[src/rtl/ebc_pkg.sv]
package ebc_pkg;
  typedef enum logic [2:0] {
    ST_IDLE,
    ST_HOLD,
    ST_ADDR,
    ST_DATA,
    ST_END
  } ebc_state_e;
endpackage

[src/rtl/ebc_wait_ctr.sv]
module ebc_wait_ctr #(
  parameter int CNT_W = 2
) (
  input  logic             clk_i,
  input  logic             rst_ni,
  input  logic             load_i,
  input  logic [CNT_W-1:0] load_val_i,
  input  logic             dec_i,
  output logic             zero_o
);
  logic [CNT_W-1:0] cnt_q;

  always_ff @(posedge clk_i or negedge rst_ni) begin
    if (!rst_ni)                   cnt_q <= '0;
    else if (load_i)               cnt_q <= load_val_i;
    else if (dec_i && cnt_q != '0) cnt_q <= cnt_q - 1'b1;
  end

  assign zero_o = (cnt_q == '0);
endmodule

[src/rtl/ebc_lane_mux.sv]
module ebc_lane_mux #(
  parameter int LANE_W = 8
) (
  input  logic                  addr_ph_i,
  input  logic                  data_ph_i,
  input  logic [3*LANE_W-1:0]   addr_i,
  input  logic [2*LANE_W-1:0]   wdata_i,
  input  logic [LANE_W-1:0]     wbyte_i,
  input  logic                  we_i,
  input  logic                  bm_i,
  input  logic                  full_i,
  input  logic [LANE_W-1:0]     mid_i,
  input  logic [LANE_W-1:0]     hi_i,
  output logic [LANE_W-1:0]     mid_o,
  output logic                  mid_oe_o,
  output logic [LANE_W-1:0]     hi_o,
  output logic                  hi_oe_o,
  output logic [LANE_W-1:0]     rd_byte_o,
  output logic [2*LANE_W-1:0]   rd_word_o
);
  always_comb begin
    mid_o     = addr_i[2*LANE_W-1:LANE_W];
    hi_o      = addr_i[3*LANE_W-1:2*LANE_W];
    mid_oe_o  = 1'b0;
    hi_oe_o   = 1'b0;
    rd_byte_o = hi_i;
    if (addr_ph_i) begin
      mid_oe_o = 1'b1;
      hi_oe_o  = 1'b1;
    end else if (data_ph_i) begin
      if (bm_i) begin
        // narrow bus: middle lane stays on address
        mid_oe_o = 1'b1;
        hi_o     = wbyte_i;
        hi_oe_o  = we_i;
      end else if (full_i) begin
        mid_o    = wdata_i[2*LANE_W-1:LANE_W];
        hi_o     = wdata_i[LANE_W-1:0];
        mid_oe_o = we_i;
        hi_oe_o  = we_i;
      end else if (addr_i[0]) begin
        mid_o     = wbyte_i;
        mid_oe_o  = we_i;
        rd_byte_o = mid_i;
      end else begin
        hi_o    = wbyte_i;
        hi_oe_o = we_i;
      end
    end
  end

  assign rd_word_o = {mid_i, hi_i};
endmodule

[src/rtl/ebc_bus_ctrl.sv]
module ebc_bus_ctrl
  import ebc_pkg::*;
#(
  parameter int LANE_W     = 8,
  parameter int WAIT_SHORT = 1,
  parameter int WAIT_LONG  = 2
) (
  input  logic                clk_i,
  input  logic                rst_ni,
  input  logic                req_i,
  input  logic [3*LANE_W-1:0] addr_i,
  input  logic [2*LANE_W-1:0] wdata_i,
  input  logic                we_i,
  input  logic                word_i,
  input  logic                byte_mode_i,
  input  logic                wait_en_ni,
  input  logic                wait_sel_i,
  input  logic                rdy_ni,
  input  logic                hold_ni,
  input  logic [LANE_W-1:0]   ad_mid_i,
  input  logic [LANE_W-1:0]   ad_hi_i,
  output logic [LANE_W-1:0]   a_lo_o,
  output logic [LANE_W-1:0]   ad_mid_o,
  output logic                ad_mid_oe_o,
  output logic [LANE_W-1:0]   ad_hi_o,
  output logic                ad_hi_oe_o,
  output logic                ctl_oe_o,
  output logic                ale_o,
  output logic                rw_o,
  output logic                bhe_no,
  output logic                strobe_no,
  output logic                hlda_no,
  output logic [2*LANE_W-1:0] rdata_o,
  output logic                done_o
);
  localparam int ADDR_W = 3 * LANE_W;
  localparam int DATA_W = 2 * LANE_W;
  localparam int CNT_W  = $clog2(WAIT_LONG + 1);

  ebc_state_e        state_q;
  logic [ADDR_W-1:0] addr_q;
  logic [DATA_W-1:0] wdata_q, rdata_q;
  logic [CNT_W-1:0]  wlen_q, wlen_d;
  logic              we_q, word_q, bm_q, split_q, phase_q;
  logic              accept, data_done, cnt_zero, full_word;
  logic              addr_ph, data_ph;
  logic [LANE_W-1:0] wbyte, rd_byte;
  logic [DATA_W-1:0] rd_word;

  assign addr_ph   = (state_q == ST_ADDR);
  assign data_ph   = (state_q == ST_DATA);
  assign accept    = (state_q == ST_IDLE) && hold_ni && req_i;
  assign data_done = data_ph && cnt_zero && rdy_ni;
  assign full_word = word_q && !split_q;
  assign wbyte     = phase_q ? wdata_q[DATA_W-1:LANE_W] : wdata_q[LANE_W-1:0];
  assign wlen_d    = wait_en_ni ? '0 :
                     (wait_sel_i ? CNT_W'(WAIT_LONG) : CNT_W'(WAIT_SHORT));

  always_ff @(posedge clk_i or negedge rst_ni) begin
    if (!rst_ni) begin
      state_q <= ST_IDLE;
      addr_q  <= '0;
      wdata_q <= '0;
      rdata_q <= '0;
      wlen_q  <= '0;
      we_q    <= 1'b0;
      word_q  <= 1'b0;
      bm_q    <= 1'b0;
      split_q <= 1'b0;
      phase_q <= 1'b0;
    end else begin
      unique case (state_q)
        ST_IDLE: begin
          if (!hold_ni) begin
            state_q <= ST_HOLD;
          end else if (req_i) begin
            state_q <= ST_ADDR;
            addr_q  <= addr_i;
            wdata_q <= wdata_i;
            we_q    <= we_i;
            word_q  <= word_i;
            bm_q    <= byte_mode_i;
            split_q <= word_i && (byte_mode_i || addr_i[0]);
            wlen_q  <= wlen_d;
            phase_q <= 1'b0;
          end
        end
        ST_HOLD: if (hold_ni) state_q <= ST_IDLE;
        ST_ADDR: state_q <= ST_DATA;
        ST_DATA: begin
          if (data_done) begin
            if (!we_q) begin
              if (full_word)     rdata_q <= rd_word;
              else if (!split_q) rdata_q <= {{LANE_W{1'b0}}, rd_byte};
              else if (!phase_q) rdata_q[LANE_W-1:0] <= rd_byte;
              else               rdata_q[DATA_W-1:LANE_W] <= rd_byte;
            end
            if (split_q && !phase_q) begin
              phase_q <= 1'b1;
              addr_q  <= addr_q + 1'b1;
              state_q <= ST_ADDR;
            end else begin
              state_q <= ST_END;
            end
          end
        end
        ST_END:  state_q <= ST_IDLE;
        default: state_q <= ST_IDLE;
      endcase
    end
  end

  ebc_wait_ctr #(.CNT_W(CNT_W)) u_wait (
    .clk_i      (clk_i),
    .rst_ni     (rst_ni),
    .load_i     (addr_ph),
    .load_val_i (wlen_q),
    .dec_i      (data_ph),
    .zero_o     (cnt_zero)
  );

  ebc_lane_mux #(.LANE_W(LANE_W)) u_lanes (
    .addr_ph_i (addr_ph),
    .data_ph_i (data_ph),
    .addr_i    (addr_q),
    .wdata_i   (wdata_q),
    .wbyte_i   (wbyte),
    .we_i      (we_q),
    .bm_i      (bm_q),
    .full_i    (full_word),
    .mid_i     (ad_mid_i),
    .hi_i      (ad_hi_i),
    .mid_o     (ad_mid_o),
    .mid_oe_o  (ad_mid_oe_o),
    .hi_o      (ad_hi_o),
    .hi_oe_o   (ad_hi_oe_o),
    .rd_byte_o (rd_byte),
    .rd_word_o (rd_word)
  );

  assign a_lo_o    = addr_q[LANE_W-1:0];
  assign ctl_oe_o  = (state_q != ST_HOLD);
  assign hlda_no   = (state_q != ST_HOLD);
  assign ale_o     = addr_ph;
  assign strobe_no = !data_ph;
  assign rw_o      = !((addr_ph || data_ph) && we_q);
  assign bhe_no    = !((addr_ph || data_ph) && (addr_q[0] || full_word));
  assign done_o    = (state_q == ST_END);
  assign rdata_o   = rdata_q;
endmodule

[config.mk]
export PLATFORM = sky130hd
export DESIGN_NAME = ebc_bus_ctrl
export DESIGN_NICKNAME = d
export VERILOG_FILES = /design/src/rtl/ebc_pkg.sv /design/src/rtl/ebc_wait_ctr.sv /design/src/rtl/ebc_lane_mux.sv /design/src/rtl/ebc_bus_ctrl.sv
export SDC_FILE = /design/constraint.sdc
export NUM_CORES = 1
export LEC_CHECK = 0
export CAP_MARGIN = 20
export CORE_ASPECT_RATIO = 1.25
export CORE_MARGIN = 2
export CORE_UTILIZATION = 43
export DETAILED_ROUTE_END_ITERATION = 12
export PLACE_DENSITY = 0.79
export REMOVE_ABC_BUFFERS = 1
export SYNTH_ARGS = -nofsm -noshare
export SYNTH_HDL_FRONTEND = slang
export SYNTH_SLANG_ARGS = --single-unit
[constraint.sdc]
create_clock -name clk_i -period 1.9 [get_ports clk_i]
set_input_delay 0.19 -clock clk_i [delete_from_list [all_inputs] [get_ports clk_i]]
set_output_delay 0.19 -clock clk_i [all_outputs]
set_load 0.01 [all_outputs]
Word level (Yosys, flattened, before mapping)
Index checks and enable logic that the tools add are counted.

operators by class
  add/sub/neg operators = 2
  equal/unequal tests = 13
  multiplexer cells = 48
  bitwise gates (word level) = 1
  reduce and logical (&&, ||, !) cells = 26

operators with widths
  operator                 count
  $mux W8                  16
  $mux W24                 4
  $pmux W24 S2             1
  $mux W16                 2
  $add A24 B1 Y24 const B  1
  $mux W3                  5
  $mux W1                  14
  $pmux W3 S4              1
  $logic_and A1 B1 Y1      8
  $mux W2                  4
  $ne A2 B2 Y1 const B     4
  $reduce_and A4 Y1        2
  $eq A3 B2 Y1 const B     2
  $ne A3 B1 Y1 const B     2
  $reduce_and A3 Y1        2
  $reduce_bool A2 Y1       3
  $logic_not A1 Y1         5
  $reduce_and A5 Y1        1
  $eq A3 B1 Y1 const B     1
  $eq A3 B3 Y1 const B     1
  $logic_not A3 Y1         1
  $logic_or A1 B1 Y1       3
  $ne A3 B2 Y1 const B     1
  $ne A3 B3 Y1 const B     1
  5 further kinds          5

word-level totals
  bits in registers = 68
  word-level logic and storage cells = 102

Longest topological paths before layout
  depth in word-level cells = 6
  depth in mapped cells = 9
  depth with buffers taken out = 6

Hierarchy
From an unflattened synthesis, not the netlist that was laid out.

second synthesis, totals
  cells, all modules = 446
  area, all modules = 4,295.4 µm²

modules (own cells, without submodules)
  module        instances  cells an instance  area an instance (µm²)  sequential area each (µm²)
  ebc_bus_ctrl  1          355                3,509.6                 1,651.6
  ebc_lane_mux  1          78                 653.1                   0.0
  ebc_wait_ctr  1          13                 132.6                   50.0

Worst setup path after synthesis
OpenSTA, ideal clock, no wires.

  kind = register to output
  start = reg state_q[2]
  end = out ad_mid_o[0]
  arrival time = 1.876 ns
  required time = 1.710 ns
  slack = -0.166 ns
  cell stages (with the launch flop) = 8
  path buffers = 2
  cells stage by stage = dfrtp_1 -> buf_2 -> and3b_1 -> buf_2 -> clkinv_1 -> nor3_1 -> nor2_1 -> a21oi_1

on the way
  longest elaborated chain between the ends = 3
  elaborated cells between the ends (all ways) = 4

RTL lines
  item                      RTL line            text
  start: declaration        ebc_bus_ctrl.sv:40  ebc_state_e state_q;
  start signal: assignment  ebc_bus_ctrl.sv:61  state_q <= ST_IDLE;
  start signal: assignment  ebc_bus_ctrl.sv:75  state_q <= ST_HOLD;
  start signal: assignment  ebc_bus_ctrl.sv:77  state_q <= ST_ADDR;
  $eq A3 B2 Y1              ebc_bus_ctrl.sv:51  assign data_ph = (state_q == ST_DATA);
  $mux W8                   ebc_lane_mux.sv:30  end else if (data_ph_i) begin
  $mux W8 (*)               ebc_lane_mux.sv:27  if (addr_ph_i) begin
  end: declaration          ebc_bus_ctrl.sv:23  output logic [LANE_W-1:0] ad_mid_o,

Every way passes the cells marked *; elsewhere a longest branch is shown, timed or not.

Worst setup path in the final report
  start = reg state_q[2]
  end = out ad_mid_o[7]

The elaborated chain is that of the path after synthesis.

==> impl_metrics.json <==
{
  "status": "complete, but fails checks",
  "violations": "negative setup slack",
  "async_reset_ff_frac": 1.00,
  "layout-drive-gt1-share": 0.252,
  "wirelength_um": 12900,
  "ys_seq_area_frac": 0.434,
  "routedWlPerCell_um": 16.8,
  "num_antenna_cells": 0,
  "viasPerCell": 5.67,
  "relSlewSlack": 0.729,
  "fp.dieH_um": 111,
  "dieArea_um2": 9890,
  "initial_core_util": 0.448,
  "tightest_slew_ps": 404,
  "hold_path.class": "input pin to register",
  "track_usage": 0.261,
  "ys_ff_latch": 68,
  "gp_congestion": 0.876,
  "finalMaxSlewViolations": 0,
  "clock_skew_ps": 8.79,
  "synth_edf_count": 0,
  "first_global_vias": 4279,
  "post-place-ws_ps": -299,
  "syn_area_per_cell_um2": 8.25,
  "worstPathRequired_ps": 1710,
  "yosysWarnings": 0,
  "port_buffers": 114,
  "synth_top_area_cell": "dfrtp_1",
  "power.total_mw": 9.52,
  "ioPinCount": 115,
  "drc_errors": 0,
  "clock_path_buffers": 2,
  "fin_ws_ps": -129,
  "endpoint_kind": "primary output",
  "fin_crit_ps": 2030,
  "h-tree-depth": 3,
  "vdd_drop_max_v": 0.000792,
  "leakage_nw": 2.58,
  "hold_violations": 0,
  "grt_max_degree": 69,
  "fmax_mhz": 493,
  "nets": 709,
  "coreArea_um2": 8750,
  "synth-main-ff-cell": "dfrtp_1",
  "cts-root-buf": "clkbuf_8",
  "power.density_nw_per_um2": 1620,
  "ys_types": 52,
  "clk_latency_ps": 340,
  "floorplan.die.width_um": 89.4,
  "cts_made_buffers": 9,
  "synth_top_area_frac": 0.434,
  "syn_to_final_growth_pct": 50.5,
  "crit_type": "register to primary output",
  "tns_ps": -928,
  "final_antenna_net_count": 0,
  "cp_data_arrival_time_ps": 1840,
  "cts.clk_slew.worst_paths_ps": 70,
  "synthCells": 475,
  "fin_crit_sh": 1.07,
  "netlist_area_um2": 3920,
  "vias": 4347,
  "worstPathMaxFanout": 8,
  "dp_hpwl_um": 9410,
  "drt_iter0_markers": 327,
  "grt_pass1_wl_um": 20500,
  "rows": 38,
  "cp-start-kind": "register",
  "rsz0062_at_grt": "yes",
  "setup_viol": 18,
  "ys_top_cells_by_area": "dfrtp_1, nand2_1, nor2_1",
  "cts_sinks": 68,
  "grt_overflow": 0,
  "drtPass1Iterations": 5,
  "cap_violations": 0,
  "grt_antenna_before_repair": 0,
  "cts_tree": "done"
}
[final timing paths]
path                       cells after the start  startpoint           to  slack, ps
setup / recovery                               8  state_q[2]  ad_mid_o[7]       -130
hold / removal                                 3  wdata_i[9]   wdata_q[9]        370
setup reg to reg                               6   addr_q[0]   addr_q[15]        -30
hold reg to reg                                2   wlen_q[0]    wlen_q[0]        490
max in group asynchronous                      3      rst_ni    addr_q[0]       1170
min in group asynchronous                      3      rst_ni   rdata_o[7]        400
[cell type report]
class                           count  area [um2]
Tap cell                          120         150
Clock inverter                      5        28.8
Clock buffer                       11         131
Timing Repair Buffer              189        1650
Inverter                           11        43.8
Sequential cell                    68        1700
Multi-Input combinational cell    362        2190
Fill cell                         726        2850
[repair_timing]
item | in CTS | in global routing
pin swaps | 6 | 9
hold endpoints to repair | 68 | 0
setup endpoints to repair | 28 | 31
buffers inserted | 4 | 3
gates resized for setup | 80 | 46
hold buffers | 1 | 0
[worst max-delay path, stage by stage (launching register included)]
cell and delay, ps:
dfrtp_1 370, and3b_2 280, inv_4 60, nor3_4 190
buf_6 160, buf_6 100, nor2_2 30, a21oi_1 130
buf_2 170
[cell families (layout without fill, tap and decap cells)]
group                    count (synthesis)  after routing  share of synthesized area
flip-flops                              68             68                      0.434
adder cells (fa/ha/maj)                  2              2                    0.00639
buffers and inverters                   45            216                     0.0543
AO/OA/AOI/OAI                          130            130                      0.207
AND/OR/NAND/NOR                        214            214                      0.255
multiplexers                            16             16                     0.0434
[cell usage in the layout (no fill, tap or decap), types with 10 or more instances in the layout]
master,Yosys,routed
a21oi_1,40,37
a22oi_1,11,11
buf_2,8,17
buf_4,9,66
clkdlybuf4s50_1,0,90
dfrtp_1,68,67
nand2_1,76,75
nand3_1,11,10
nor2_1,72,64
nor3_1,18,16
o21ai_0,32,27
o22ai_1,17,10
[Yosys cell counts, drive strengths merged (2+ instances only)]
cell	count
nand4	9
buf	20
nand2b	4
or4	2
a2bb2oi	2
a22oi	11
nor3b	2
mux2i	8
a21o	2
a31oi	4
clkinv	2
dfrtp	68
or2	2
inv	9
ha	2
a211oi	2
nor2	72
mux2	8
a221o	2
clkbuf	14
nor3	21
o22ai	17
and3	5
o32ai	2
o21ai	32
a311oi	3
a21oi	40
nor2b	3
o221a	4
o31ai	2
nand3	11
and4	2
nand2	76
[sequential cells by signal, indices dropped and copies added (netlist names), 2 cells and up]
name	count
wdata_q	16
state_q	3
addr_q	24
u_wait.cnt_q	2
wlen_q	2
rdata_o	16
[where the power goes]
part | switching [mW] | internal [mW] | total (mW)
sequential | 0.731 | 2.17 | 2.90
clock | 0.564 | 0.468 | 1.03
combinational | 2.83 | 2.76 | 5.59
[per-layer routing]
layer  GRT usage  wire [um]  part of all wire  vias to the layer above
met5           0          0                 0                        -
met4       0.124        489             0.038                        0
met3      0.0365        960             0.075                       34
met2       0.433       6530              0.51                      213
met1       0.328       4890              0.38                     2075
li1            -          -                 -                     2025
[per-stage QoR]
stage / instance area [um2] / hold WS (ps) / util / cells
after CTS: 5790 / 366 / 0.662 / 763
final: 5890 / 371 / 0.674 / 766
after global routing: 5890 / 385 / 0.674 / 766
after floorplan: 3750 / -106 / - / 441
after global placement: 5550 / 237 / 0.635 / 742
after detailed placement: 5550 / 243 / 0.635 / 742
Power figures use the tool's default switching activity.
